$ cat config.mk
export PLATFORM = sky130hd
export DESIGN_NAME = raster_timing_gen
export DESIGN_NICKNAME = d
export VERILOG_FILES = /design/src/rtl/vtg_pkg.sv /design/src/rtl/vtg_cfg_regs.sv /design/src/rtl/vtg_axis.sv /design/src/rtl/raster_timing_gen.sv
export SDC_FILE = /design/constraint.sdc
export NUM_CORES = 1
export LEC_CHECK = 0
export BUFFER_PORTS_ARGS = -buffer_cell sky130_fd_sc_hd__buf_2
export CAP_MARGIN = 10
export CORE_MARGIN = 2
export CORE_UTILIZATION = 30
export DETAILED_ROUTE_END_ITERATION = 12
export PLACE_DENSITY = 0.44
export SYNTH_ARGS = -nofsm -noshare
export SYNTH_HDL_FRONTEND = slang
export SYNTH_SLANG_ARGS = --single-unit
$ cat constraint.sdc
create_clock -name clk -period 4.7 [get_ports clk]
set_clock_uncertainty 0.05 [all_clocks]
set_input_delay 0.94 -clock clk [delete_from_list [all_inputs] [get_ports clk]]
set_output_delay 0.94 -clock clk [all_outputs]
set_load 0.02 [all_outputs]
$ cat src/rtl/vtg_pkg.sv
package vtg_pkg;

    localparam int unsigned RW     = 16;
    localparam int unsigned NREG   = 8;
    localparam int unsigned AW     = $clog2(NREG);

    typedef logic [RW-1:0] word_t;

    // member order puts sync_end at the lowest word, matching write addresses
    typedef struct packed {
        word_t total;
        word_t blank_start;
        word_t blank_end;
        word_t sync_end;
    } axis_cfg_t;

    typedef struct packed {
        axis_cfg_t v;
        axis_cfg_t h;
    } timing_cfg_t;

    typedef struct packed {
        logic sync;
        logic blank;
    } axis_flags_t;

    localparam timing_cfg_t DEF_TIMING = '{
        v: '{total: 16'd9,  blank_start: 16'd8,  blank_end: 16'd2, sync_end: 16'd1},
        h: '{total: 16'd16, blank_start: 16'd14, blank_end: 16'd4, sync_end: 16'd2}
    };

    function automatic logic axis_ok(axis_cfg_t c);
        return (c.sync_end != '0) && (c.sync_end < c.blank_end) &&
               (c.blank_end < c.blank_start) && (c.blank_start < c.total);
    endfunction

    function automatic axis_flags_t axis_decode(word_t cnt, axis_cfg_t c);
        axis_flags_t f;
        f.sync  = cnt < c.sync_end;
        f.blank = (cnt < c.blank_end) || (cnt >= c.blank_start);
        return f;
    endfunction

endpackage

$ cat src/rtl/vtg_cfg_regs.sv
module vtg_cfg_regs
    import vtg_pkg::*;
#(
    parameter timing_cfg_t DEF = DEF_TIMING
) (
    input  logic          clk,
    input  logic          rst,
    input  logic          wr_en,
    input  logic [AW-1:0] wr_addr,
    input  word_t         wr_data,
    input  logic          commit,
    output timing_cfg_t   shadow,
    output timing_cfg_t   live
);

    logic [NREG-1:0][RW-1:0] sh_q;
    logic [NREG-1:0][RW-1:0] live_q;

    always_ff @(posedge clk) begin
        if (rst) begin
            sh_q   <= DEF;
            live_q <= DEF;
        end else begin
            if (commit) begin
                live_q <= sh_q;
            end
            if (wr_en) begin
                sh_q[wr_addr] <= wr_data;
            end
        end
    end

    assign shadow = timing_cfg_t'(sh_q);
    assign live   = timing_cfg_t'(live_q);

endmodule

$ cat src/rtl/vtg_axis.sv
module vtg_axis
    import vtg_pkg::*;
(
    input  logic        clk,
    input  logic        rst,
    input  logic        hold,
    input  logic        step,
    input  axis_cfg_t   cfg_cur,
    input  axis_cfg_t   cfg_nxt,
    output word_t       cnt,
    output logic        wrap,
    output axis_flags_t flags
);

    word_t       cnt_q;
    word_t       cnt_d;
    axis_flags_t flags_q;

    assign wrap = step && (cnt_q == cfg_cur.total - 1'b1);

    always_comb begin
        if (hold || wrap) begin
            cnt_d = '0;
        end else if (step) begin
            cnt_d = cnt_q + 1'b1;
        end else begin
            cnt_d = cnt_q;
        end
    end

    // flags are decided from the next count, one clock ahead of use
    always_ff @(posedge clk) begin
        if (rst) begin
            cnt_q   <= '0;
            flags_q <= '{sync: 1'b1, blank: 1'b1};
        end else begin
            cnt_q   <= cnt_d;
            flags_q <= axis_decode(cnt_d, cfg_nxt);
        end
    end

    assign cnt   = cnt_q;
    assign flags = flags_q;

endmodule

$ cat src/rtl/raster_timing_gen.sv
module raster_timing_gen
    import vtg_pkg::*;
#(
    parameter int unsigned PPC     = 4,
    parameter timing_cfg_t DEF_CFG = DEF_TIMING,
    localparam int unsigned PXW    = RW + $clog2(PPC)
) (
    input  logic           clk,
    input  logic           rst,
    input  logic           wr_en,
    input  logic [2:0]     wr_addr,
    input  logic [15:0]    wr_data,
    input  logic           hsync_pol,
    input  logic           vsync_pol,
    input  logic           csync_xor,
    output logic           hsync,
    output logic           vsync,
    output logic           csync,
    output logic           blank,
    output logic           active,
    output logic           line_start,
    output logic           frame_start,
    output logic           cfg_err,
    output logic [15:0]    col,
    output logic [15:0]    row,
    output logic [PXW-1:0] pix_x
);

    timing_cfg_t sh_cfg;
    timing_cfg_t live_cfg;
    timing_cfg_t nxt_cfg;
    logic        cfg_bad;
    logic        commit;
    logic        h_wrap;
    logic        v_wrap;
    word_t       h_cnt;
    word_t       v_cnt;
    axis_flags_t h_flags;
    axis_flags_t v_flags;
    logic        out_mask;
    logic        h_sync_raw;
    logic        v_sync_raw;
    logic [1:0]  sync_act;
    logic [1:0]  sync_pol;
    logic [1:0]  sync_pin;

    assign cfg_bad = !(axis_ok(live_cfg.h) && axis_ok(live_cfg.v));
    assign commit  = cfg_bad || v_wrap;
    assign nxt_cfg = commit ? sh_cfg : live_cfg;

    vtg_cfg_regs #(.DEF(DEF_CFG)) u_regs (
        .clk     (clk),
        .rst     (rst),
        .wr_en   (wr_en),
        .wr_addr (wr_addr),
        .wr_data (wr_data),
        .commit  (commit),
        .shadow  (sh_cfg),
        .live    (live_cfg)
    );

    vtg_axis u_hax (
        .clk     (clk),
        .rst     (rst),
        .hold    (cfg_bad),
        .step    (1'b1),
        .cfg_cur (live_cfg.h),
        .cfg_nxt (nxt_cfg.h),
        .cnt     (h_cnt),
        .wrap    (h_wrap),
        .flags   (h_flags)
    );

    vtg_axis u_vax (
        .clk     (clk),
        .rst     (rst),
        .hold    (cfg_bad),
        .step    (h_wrap),
        .cfg_cur (live_cfg.v),
        .cfg_nxt (nxt_cfg.v),
        .cnt     (v_cnt),
        .wrap    (v_wrap),
        .flags   (v_flags)
    );

    assign h_sync_raw = h_flags.sync;
    assign v_sync_raw = v_flags.sync;
    assign out_mask   = cfg_bad || rst;

    assign blank       = out_mask || h_flags.blank || v_flags.blank;
    assign active      = !blank;
    assign line_start  = !out_mask && (h_cnt == '0);
    assign frame_start = line_start && (v_cnt == '0);
    assign cfg_err     = cfg_bad;

    assign sync_act = {v_sync_raw && !out_mask, h_sync_raw && !out_mask};
    assign sync_pol = {vsync_pol, hsync_pol};

    for (genvar g = 0; g < 2; g++) begin : g_pin
        assign sync_pin[g] = sync_pol[g] ? sync_act[g] : !sync_act[g];
    end

    assign hsync = sync_pin[0];
    assign vsync = sync_pin[1];
    assign csync = csync_xor ? (hsync ^ vsync) : (hsync | vsync);

    assign col   = active ? (h_cnt - live_cfg.h.blank_end) : '0;
    assign row   = active ? (v_cnt - live_cfg.v.blank_end) : '0;
    assign pix_x = PXW'(col) * PXW'(PPC);

endmodule

### Word-level counts from Yosys, hierarchy flattened

Index checks and enable logic that the tools add are counted.

* add/sub/neg operators: 6
* $lt $le $gt $ge: 14
* eq/ne operators: 2
* muxes and demuxes: 12
* bitwise gates (word level): 2
* reduce and logical (&&, ||, !) cells: 29

Operators with widths (number)
* < comparator 16 bit: 10
* bitwise mux 128 bit: 1
* 2-to-1 mux 112 bit: 1
* 2-to-1 mux 16 bit: 6
* demux 16 bit (select 3 bit): 1
* adder 16 x 1 -> 16 bit (second input constant): 2
* equality test 16 bit: 2
* greater-or-equal comparator 16 bit: 2
* logical NOT 16 bit: 2
* nonzero test 16 bit: 2
* subtractor 16 x 1 -> 16 bit (second input constant): 2
* subtractor 16 bit: 2
* logical AND 1 bit: 13
* logical OR 1 bit: 7
* logical NOT 1 bit: 5
* < comparator 3 x 4 -> 1 bit (second input constant): 1
* greater-or-equal comparator 3 x 1 -> 1 bit (second input constant): 1
* 2-to-1 mux 1 bit: 3
* OR 1 bit: 1
* bitwise XOR 1 bit: 1

* flip-flop bits (word level): 292
* output and inout bits: 58
* word-level logic and storage cells: 87

### Depth between registers and ports, before layout

Gate-level depths: netlist of the first run.

* depth after elaboration: 13
* mapped depth: 24
* depth with buffers taken out: 23

### Hierarchy

From an unflattened synthesis of the first run, not the netlist that was laid out.

* cell total of the unflattened synthesis: 2288
* area total of the unflattened synthesis: 20672.3 um^2

By module, submodules not included
* vtg_cfg_regs: instances 1, cells an instance 874, area an instance 9565.4 um^2, seq. area each 5124.9 um^2
* raster_timing_gen: instances 1, cells an instance 712, area an instance 5715.5 um^2, seq. area each 0.0 um^2
* vtg_axis at u_hax: instances 1, cells an instance 361, area an instance 2793.9 um^2, seq. area each 360.3 um^2
* vtg_axis at u_vax: instances 1, cells an instance 341, area an instance 2597.5 um^2, seq. area each 360.3 um^2

### Least setup slack after synthesis of the first run

OpenSTA, ideal clock, no wires.

* path type: register to output
* from: register u_regs.live_q, in the netlist u_regs.live[43]
* to: output pix_x[15]
* data arrival time: 4143 ps
* data required time: 3710 ps
* setup slack: -433 ps
* cell stages (with the launch flop): 15
* path buffers: 2
* path through: dfxtp_1 inv_1 ha_1 a41oi_1 o21ai_0 a2111oi_1 o2111ai_1 nor4_1 nor3b_2 inv_1 nor2_2 nand2_1 buf_2 a2111oi_0 buf_4

* cells in the longest elaborated chain, start to end: 9

Ends and longest elaborated chain
* from (decl): RTL line vtg_cfg_regs.sv:17 `logic [NREG-1:0][RW-1:0] live_q;`
* from (signal assigned): RTL line vtg_cfg_regs.sv:25 `live_q <= sh_q;`
* < comparator 16 bit: RTL line vtg_pkg.sv:34 `(c.blank_end < c.blank_start) && (c.blank_start < c.total);`
* logical AND 1 bit: RTL line vtg_pkg.sv:33 `return (c.sync_end != '0) && (c.sync_end < c.blank_end) &&`
* logical AND 1 bit *: RTL line vtg_pkg.sv:34
* logical AND 1 bit *: RTL line raster_timing_gen.sv:47 `assign cfg_bad = !(axis_ok(live_cfg.h) && axis_ok(live_cfg.v));`
* logical NOT 1 bit *: RTL line raster_timing_gen.sv:47
* named net cfg_err: RTL line raster_timing_gen.sv:23 `output logic cfg_err,`
* logical OR 1 bit *: RTL line raster_timing_gen.sv:88 `assign out_mask = cfg_bad || rst;`
* logical OR 1 bit * (2 in series): RTL line raster_timing_gen.sv:90 `assign blank = out_mask || h_flags.blank || v_flags.blank;`
* 2-to-1 mux 16 bit *: RTL line raster_timing_gen.sv:107 `assign col = active ? (h_cnt - live_cfg.h.blank_end) : '0;`
* to (decl): RTL line raster_timing_gen.sv:26 `output logic [PXW-1:0] pix_x`

Mark *: on every way through the listed nets, which the timed path passes. The rest lies on a longest branch.

### Final worst setup path of the first run

* from: register u_regs.live_q, in the netlist u_regs.live[41]
* to: output csync

* cells in the longest elaborated chain, start to end: 12

Ends and longest elaborated chain
* < comparator 16 bit: RTL line vtg_pkg.sv:34
* logical AND 1 bit: RTL line vtg_pkg.sv:33
* logical AND 1 bit *: RTL line vtg_pkg.sv:34
* logical AND 1 bit *: RTL line raster_timing_gen.sv:47
* logical NOT 1 bit *: RTL line raster_timing_gen.sv:47
* logical OR 1 bit *: RTL line raster_timing_gen.sv:88
* logical NOT 1 bit *: RTL line raster_timing_gen.sv:96 `assign sync_act = {v_sync_raw && !out_mask, h_sync_raw && !out_mask};`
* logical AND 1 bit: RTL line raster_timing_gen.sv:96
* logical NOT 1 bit: RTL line raster_timing_gen.sv:100 `assign sync_pin[g] = sync_pol[g] ? sync_act[g] : !sync_act[g];`
* 2-to-1 mux 1 bit: RTL line raster_timing_gen.sv:100
* OR 1 bit / bitwise XOR 1 bit (equally long branches): RTL line raster_timing_gen.sv:105 `assign csync = csync_xor ? (hsync ^ vsync) : (hsync | vsync);`
* 2-to-1 mux 1 bit *: RTL line raster_timing_gen.sv:105
* to (decl): RTL line raster_timing_gen.sv:18 `output logic csync,`

Mark *: on every way between the ends. The rest lies on a longest branch, timed or not.

==> impl_metrics.ini, run 1 <==
[logic_synthesis]
syn_avg_cell_area_sq_um = 8.20
seq_area_frac_synth_pct = 32.4
synth_top_family_by_area = simple AND/OR/NAND/NOR gates
synth-edff-count = 0
synth.area.mux_share_pct = 7.01
ys.warnings.count = 0
async_flop_share_pct = 0
synth_xor_area_share_pct = 4.61
ys_types = 71
yosys.area_share.simple_pct = 22.1
synth_cells = 2199
synth_flop_cell = dfxtp_1
synth_compound_area_share_pct = 12.5
synth-adder-area-share_pct = 15.4
syn_area_sq_um = 18000
synth-seq-cells = 292

[global_routing]
grt_pass1_wl_microns = 101000
overflow = 0
grt_pass1_vias = 16300
grt_max_degree = 162
antenna_found_initial = 2
grt_util_all_layers_pct = 21.4

[timing]
period_minus_slack_ns = 4.81
fin_setup_tns_ns = -0.294
worstMarginPinSlew_ns = 1.17
period_share_pct = 102
setup_viol = 6
setup_ws_ns = -0.106
fmax_mhz = 208
rsz0062_at_grt = true
hold_viol = 0
max_slew_margin_pct = 21.8
drv_slew = 0

[power_and_ir_drop]
irDropWorstVdd_mv = 0.290
p_per_area_nw_per_um2 = 432
total_power_mw = 10.4
power.leakage_nw = 10.3

[hold_path]
min_path_cells = 2
holdPathEnd = u_regs.shadow[121]$_SDFFE_PP0P_
min-delay-start = u_regs.shadow[121]$_SDFFE_PP0P_
hold_class = reg -> reg

[clock_tree]
clockRootBuffer = clkbuf_16
clk_pin_slew_ns = 0.05
cts_tree = built
numCtsBuffers = 37
clockBufferDepth = 3
cts_sinks = 292
cts.htree.levels = 2
clk-insertion-delay-late_ns = 0.56

[critical_path]
worst_ep_arrival_time_ns = 3.82
crit_family = compound AO/OA/AOI/OAI gates
timing.rr.end = u_hax.flags[0]$_SDFF_PP1_
path_buf_inv = 5
path_max_fanout = 3
critPathCaptureType = output port
required_ns = 3.71
start_kind = register
max_stage_delay_ns = 0.33
reg2reg_depth = 25
critical_path_class = reg -> out
reg2reg_slack_ns = 0
worst_path_max_delay_cell = dfxtp_2
crit_chain = inv_2 > ha_4 > a41oi_4 > o21ai_4 > a2111oi_4 > buf_4 > o2111ai_4 > nor4_4 > nor3b_4 > inv_2 > nor2_4 > buf_6 > nand2_4 > xnor2_2 > ha_1 > nand2_1 > o21ai_1 > buf_4
timing.rr.start = u_regs.live[41]$_SDFF_PP0_

[drt]
via_per_inst = 5.06
met3_length_microns = 3090
drt-pass1-iter-count = 5
drt_iter0_markers = 1049
wirelength_microns = 68700
vias = 16800
drt-met1-wl_microns = 33800
drc_errors = 0
dr.max_layer_used = met4
antenna_left = 0
wl_per_cell_microns = 20.7
met2_length_microns = 30200

[final_layout]
fill_cells = 5983
area_growth_pct = 33.6
diodes = 0
final_layout_size_suffix_gt1_share_pct = 26.8
seq_area_sq_um = 5900
layout.nets = 2761
multi_input_area_sq_um = 12300

[die]
die_area_sq_um = 62100
core_area_sq_um = 59200
initial_core_util_pct = 30.4
die_y_microns = 249
row_count = 89
num_io_pins = 83
dieWidth_microns = 249

[status]
violations = setup timing
status = finished with violations

[placed_design]
port-buffer-count = 80
gp_congestion = 0.868
post-dp-hpwl_microns = 51600

[run]
maxCapViolations = 0
per-stage QoR:
| step | instance area [sq um] | util (%) | setup slack (ns) | instances | hold WS (ns) |
|---|---|---|---|---|---|
| final | 24100 | 40.7 | -0.106 | 3313 | 0.401 |
| after floorplan | 18000 | - | 0.151 | 2200 | 0.382 |
| after global placement | 20800 | 35.1 | -0.264 | 3188 | 0.391 |
| after CTS | 22700 | 38.4 | -0.0827 | 3273 | 0.404 |
| after detailed placement | 20800 | 35.1 | -0.363 | 3188 | 0.396 |
| after global routing | 24100 | 40.7 | -0.281 | 3313 | 0.424 |
tightest hold or removal path: cells and delay by family, from the launching register on:
family             cells  cell delay [ns]
AOI/OAI and AO/OA      1             0.05
DFF                    1             0.30
and+or+nand+nor        1             0.05
report_power, final:
part	internal [mW]	leakage [nW]	total, mW	switching (mW)
combinational	2.35	7.28	4.78	2.43
sequential	2.57	2.38	2.65	0.0816
clock	1.82	0.614	2.99	1.17
logic make-up (layout without fill, tap and decap cells):
| family | count (synthesis) | count (layout) |
|---|---|---|
| simple gates | 854 | 854 |
| xor+xnor | 95 | 95 |
| mux | 126 | 126 |
| flops | 292 | 292 |
| compound gates | 366 | 366 |
| fa+ha+maj | 221 | 221 |
| other cells | 1 | 2 |
| buf+inv | 244 | 584 |
layout make-up:
class                           count  share of cell area [%]
Sequential cell                   292                    24.5
Timing Repair Buffer              395                    13.3
Inverter                          125                    1.95
Clock buffer                       56                    4.69
Multi-Input combinational cell   1664                    51.1
Clock inverter                      8                   0.504
Tap cell                          773                    4.01
repair_timing:
action,in CTS,in global routing
hold buffers,0,0
cloned,0,2
endpoints found under the setup margin,60,59
pin swaps,32,86
setup buffers,22,40
resized for setup,131,253
flip-flops by register name (all words and copies together) (netlist names):
| register | count |
|---|---|
| u_regs.shadow | 128 |
| u_hax.cnt | 16 |
| u_vax.cnt | 16 |
| u_vax.flags | 2 |
| u_hax.flags | 2 |
| u_regs.live | 128 |
routing by layer:
layer  global-route usage (%)  vias to the layer above
met5                        0                        -
met4                     6.54                        0
met3                     2.54                       80
met2                     33.0                      390
met1                     31.1                     8069
li1                         -                     8240
synth_stat cells (5+ instances only):
cell type	instances	area share, %
a211o_1	10	0.49
a31oi_1	5	0.17
a22oi_1	5	0.21
o2111ai_1	5	0.24
nor2_1	225	4.7
a211oi_1	16	0.67
nor2b_1	51	1.8
dfxtp_1	292	32
a2111oi_0	5	0.24
nand3b_1	10	0.42
nand2b_1	25	0.87
a21o_1	28	1.2
buf_4	29	1.2
o21ai_0	47	1.3
o21a_1	10	0.42
xnor2_1	57	2.8
a21oi_1	184	5.1
and3_1	25	0.87
nand4_1	39	1.4
ha_1	219	15
xor2_1	38	1.8
clkbuf_2	16	0.44
o211ai_1	7	0.29
mux2i_1	124	6.9
or3_1	5	0.17
o21bai_1	7	0.29
clkbuf_1	65	1.4
o41ai_1	5	0.24
and2_1	7	0.24
nor3_1	33	0.92
nand3_1	34	0.94
nand2_1	332	6.9
nor4_1	35	1.2
inv_1	125	2.6
buf_2	6	0.17
and4_1	6	0.29
cells in the final DEF (no fill, tap or decap), types with 8 or more instances in the layout:
cell | netlist | final
a211o_1 | 10 | 10
a211oi_1 | 16 | 10
a21o_1 | 28 | 28
a21oi_1 | 184 | 165
a21oi_2 | 0 | 18
and3_1 | 25 | 23
buf_12 | 0 | 10
buf_2 | 6 | 32
buf_4 | 29 | 315
buf_6 | 3 | 33
clkbuf_1 | 65 | 8
clkbuf_16 | 0 | 41
clkbuf_8 | 0 | 10
dfxtp_1 | 292 | 257
dfxtp_2 | 0 | 31
ha_1 | 219 | 204
ha_4 | 0 | 14
inv_1 | 125 | 114
inv_2 | 0 | 11
mux2i_1 | 124 | 113
nand2_1 | 332 | 325
nand2b_1 | 25 | 25
nand3_1 | 34 | 30
nand3b_1 | 10 | 10
nand4_1 | 39 | 39
nor2_1 | 225 | 184
nor2_2 | 1 | 22
nor2_4 | 0 | 20
nor2b_1 | 51 | 49
nor3_1 | 33 | 26
nor4_1 | 35 | 25
nor4_2 | 2 | 9
o21a_1 | 10 | 9
o21ai_0 | 47 | 27
o21ai_1 | 0 | 17
xnor2_1 | 57 | 50
xor2_1 | 38 | 33
how the worst max path moves through the flow:
stage / start / end / slack [ns] / cells after the start
2_1_floorplan: u_regs.live[121]$_SDFFE_PP0N_ / u_hax.flags[0]$_SDFF_PP1_ / 0.15 / 23
5_1_grt: u_regs.live[41]$_SDFF_PP0_ / csync / -0.28 / 18
4_1_cts: u_regs.live[42]$_SDFF_PP0_ / csync / -0.08 / 18
3_3_place_gp: u_regs.live[42]$_SDFF_PP0_ / u_vax.flags[0]$_SDFF_PP1_ / -0.26 / 22
3_5_place_dp: u_regs.live[43]$_SDFF_PP0_ / u_vax.flags[0]$_SDFF_PP1_ / -0.36 / 22
6_report: u_regs.live[41]$_SDFF_PP0_ / csync / -0.11 / 18
No activity file was read; power rests on OpenSTA's default activity.
==> inputs of run 2 (changes only) <==
SKIP_LAST_GASP = 1   (was unset)
==> impl_metrics.ini, run 2 (same netlist as run 1, synthesis figures left out) <==
[clock_tree]
cts_tree = built
cts_sinks = 292
cts.htree.levels = 2
cts_hold_buf = 0
clk_pin_slew_ns = 0.06
clk-insertion-delay-late_ns = 0.56
clockRootBuffer = clkbuf_16
numCtsBuffers = 37
clockBufferDepth = 3

[critical_path]
reg2reg_slack_ns = 0
critical_path_class = reg -> out
cp_common_cell = buf_4
reg2reg_depth = 24
timing.rr.end = u_hax.flags[0]$_SDFF_PP1_
critPathCaptureType = output port
path_max_fanout = 3
max_stage_delay_ns = 0.34
path_buf_inv = 4
start_kind = register
worst_path_max_delay_cell = dfxtp_2
crit_chain = ha_4 > a41oi_4 > o21ai_4 > a2111oi_4 > buf_4 > o2111ai_4 > nor4_4 > nor3b_4 > inv_2 > nor2_4 > buf_6 > nand2_4 > xnor2_2 > ha_1 > nand2_1 > o21ai_1 > buf_4
required_ns = 3.71
worst_ep_arrival_time_ns = 3.81
timing.rr.start = u_regs.live[25]$_SDFF_PP0_
crit_family = compound AO/OA/AOI/OAI gates

[global_routing]
overflow = 0
grt_pass1_vias = 16300
antenna_found_initial = 2
grt_util_all_layers_pct = 21.4
grt_pass1_wl_microns = 101000
grt_max_degree = 162

[final_layout]
final_util_pct = 40.9
layout_common_cells = nand2_1 (325), buf_4 (303), dfxtp_1 (257)
area_growth_pct = 34.3
final_common_cell = nand2_1
final_area_sq_um = 24200
fill_cells = 5970
layout.nets = 2763
diodes = 0
final_layout_size_suffix_gt1_share_pct = 26.8

[hold_path]
min_path_cells = 2
holdPathEnd = u_regs.shadow[121]$_SDFFE_PP0P_
min-delay-start = u_regs.shadow[121]$_SDFFE_PP0P_
hold_class = reg -> reg

[power_and_ir_drop]
p_comb_share_pct = 45.8
p_per_area_nw_per_um2 = 430
internal_power_mw = 6.73
clock_power_share_pct = 28.7
power_switching_share_pct = 35.4
p_switching_mw = 3.69
power.leakage_nw = 10.3
p_seq_share_pct = 25.4
irDropWorstVdd_mv = 0.290

[placed_design]
post-dp-hpwl_microns = 51600
port-buffer-count = 80
placed_area_sq_um = 20800
gp_congestion = 0.868
place_ws_ns = -0.363

[timing]
period_minus_slack_ns = 4.80
period_share_pct = 102
drv_slew = 0
worstMarginPinSlew_ns = 1.15
setup_viol = 6
hold_viol = 0
max_slew_margin_pct = 22.9
fin_hold_ws_ns = 0.401
setup_ws_ns = -0.104
fin_setup_tns_ns = -0.325
rsz0062_at_grt = true
fmax_mhz = 208

[die]
row_count = 89
initial_core_util_pct = 30.4
core_area_sq_um = 59200
num_io_pins = 83
die_area_sq_um = 62100
die_y_microns = 249
dieWidth_microns = 249

[drt]
via_per_inst = 5.06
antenna_left = 0
wl_per_cell_microns = 20.8
drt-pass1-iter-count = 5
drc_errors = 0
vias = 16800
wirelength_microns = 69000
drt_iter0_markers = 996

[status]
violations = setup timing
status = finished with violations

[run]
maxCapViolations = 0
run 2: changes by cell type in the layout (fill, tap and decap cells not counted), moves of 6 or more:
| cell | change |
|---|---|
| buf_4 | -12 |
| buf_6 | +13 |
| nor2_4 | +6 |
| nor2_2 | -6 |
run 2: timing repair:
action | in CTS | in global routing
cloned | 0 | 3
setup buffers | 22 | 41
resized for setup | 130 | 274
pin swaps | 32 | 88
endpoints found under the setup margin | 60 | 59
run 2: worst max-delay path by stage:
stage / slack, ns / from / cells after the start / to
floorplan: 0.15 / u_regs.live[121]$_SDFFE_PP0N_ / 23 / u_hax.flags[0]$_SDFF_PP1_
global placement: -0.26 / u_regs.live[42]$_SDFF_PP0_ / 22 / u_vax.flags[0]$_SDFF_PP1_
detailed placement: -0.36 / u_regs.live[43]$_SDFF_PP0_ / 22 / u_vax.flags[0]$_SDFF_PP1_
CTS: -0.08 / u_regs.live[42]$_SDFF_PP0_ / 18 / csync
global route: -0.28 / u_regs.live[41]$_SDFF_PP0_ / 18 / csync
finish: -0.10 / u_regs.live[25]$_SDFF_PP0_ / 17 / csync
run 2: cell type report:
class / count / area (sq um) / share of cell area, %
multi-input combinational: 1664 / 12300 / 51.0
clock inverter: 8 / 121 / 0.501
timing repair buffer: 397 / 3300 / 13.6
inverter: 125 / 469 / 1.94
tap: 773 / 967 / 3.99
sequential: 292 / 5900 / 24.3
clock buffer: 56 / 1130 / 4.66
run 2: power by group through the flow:
stage                     registers, mW  logic, mW  clock network (mW)
after global routing               2.66       5.05                3.13
after detailed placement           2.70       3.72                   0
after global placement             2.70       3.69                   0
final                              2.65       4.77                2.99
after CTS                          2.65       4.03                3.05
after floorplan                    2.67       2.45                   0
run 2: tightest hold or removal path, delay by kind of cell, from the launching register on:
kind | cells | cell delay [ns]
compound gates | 1 | 0.05
simple gates | 1 | 0.05
flops | 1 | 0.30
run 2: per-stage QoR:
stage / power, mW / instances
2_1_floorplan: 5.12 / 2200
3_3_place_gp: 6.39 / 3188
3_5_place_dp: 6.42 / 3188
4_1_cts: 9.73 / 3273
5_1_grt: 10.8 / 3315
6_report: 10.4 / 3315
run 2: layer usage:
| metal | share of wire [%] | vias up | global-route usage, % |
|---|---|---|---|
| met5 | 0 | - | 0 |
| met4 | 2.5 | 0 | 6.54 |
| met3 | 4.3 | 82 | 2.54 |
| met2 | 44 | 370 | 33.0 |
| met1 | 49 | 8099 | 31.1 |
| li1 | - | 8234 | - |
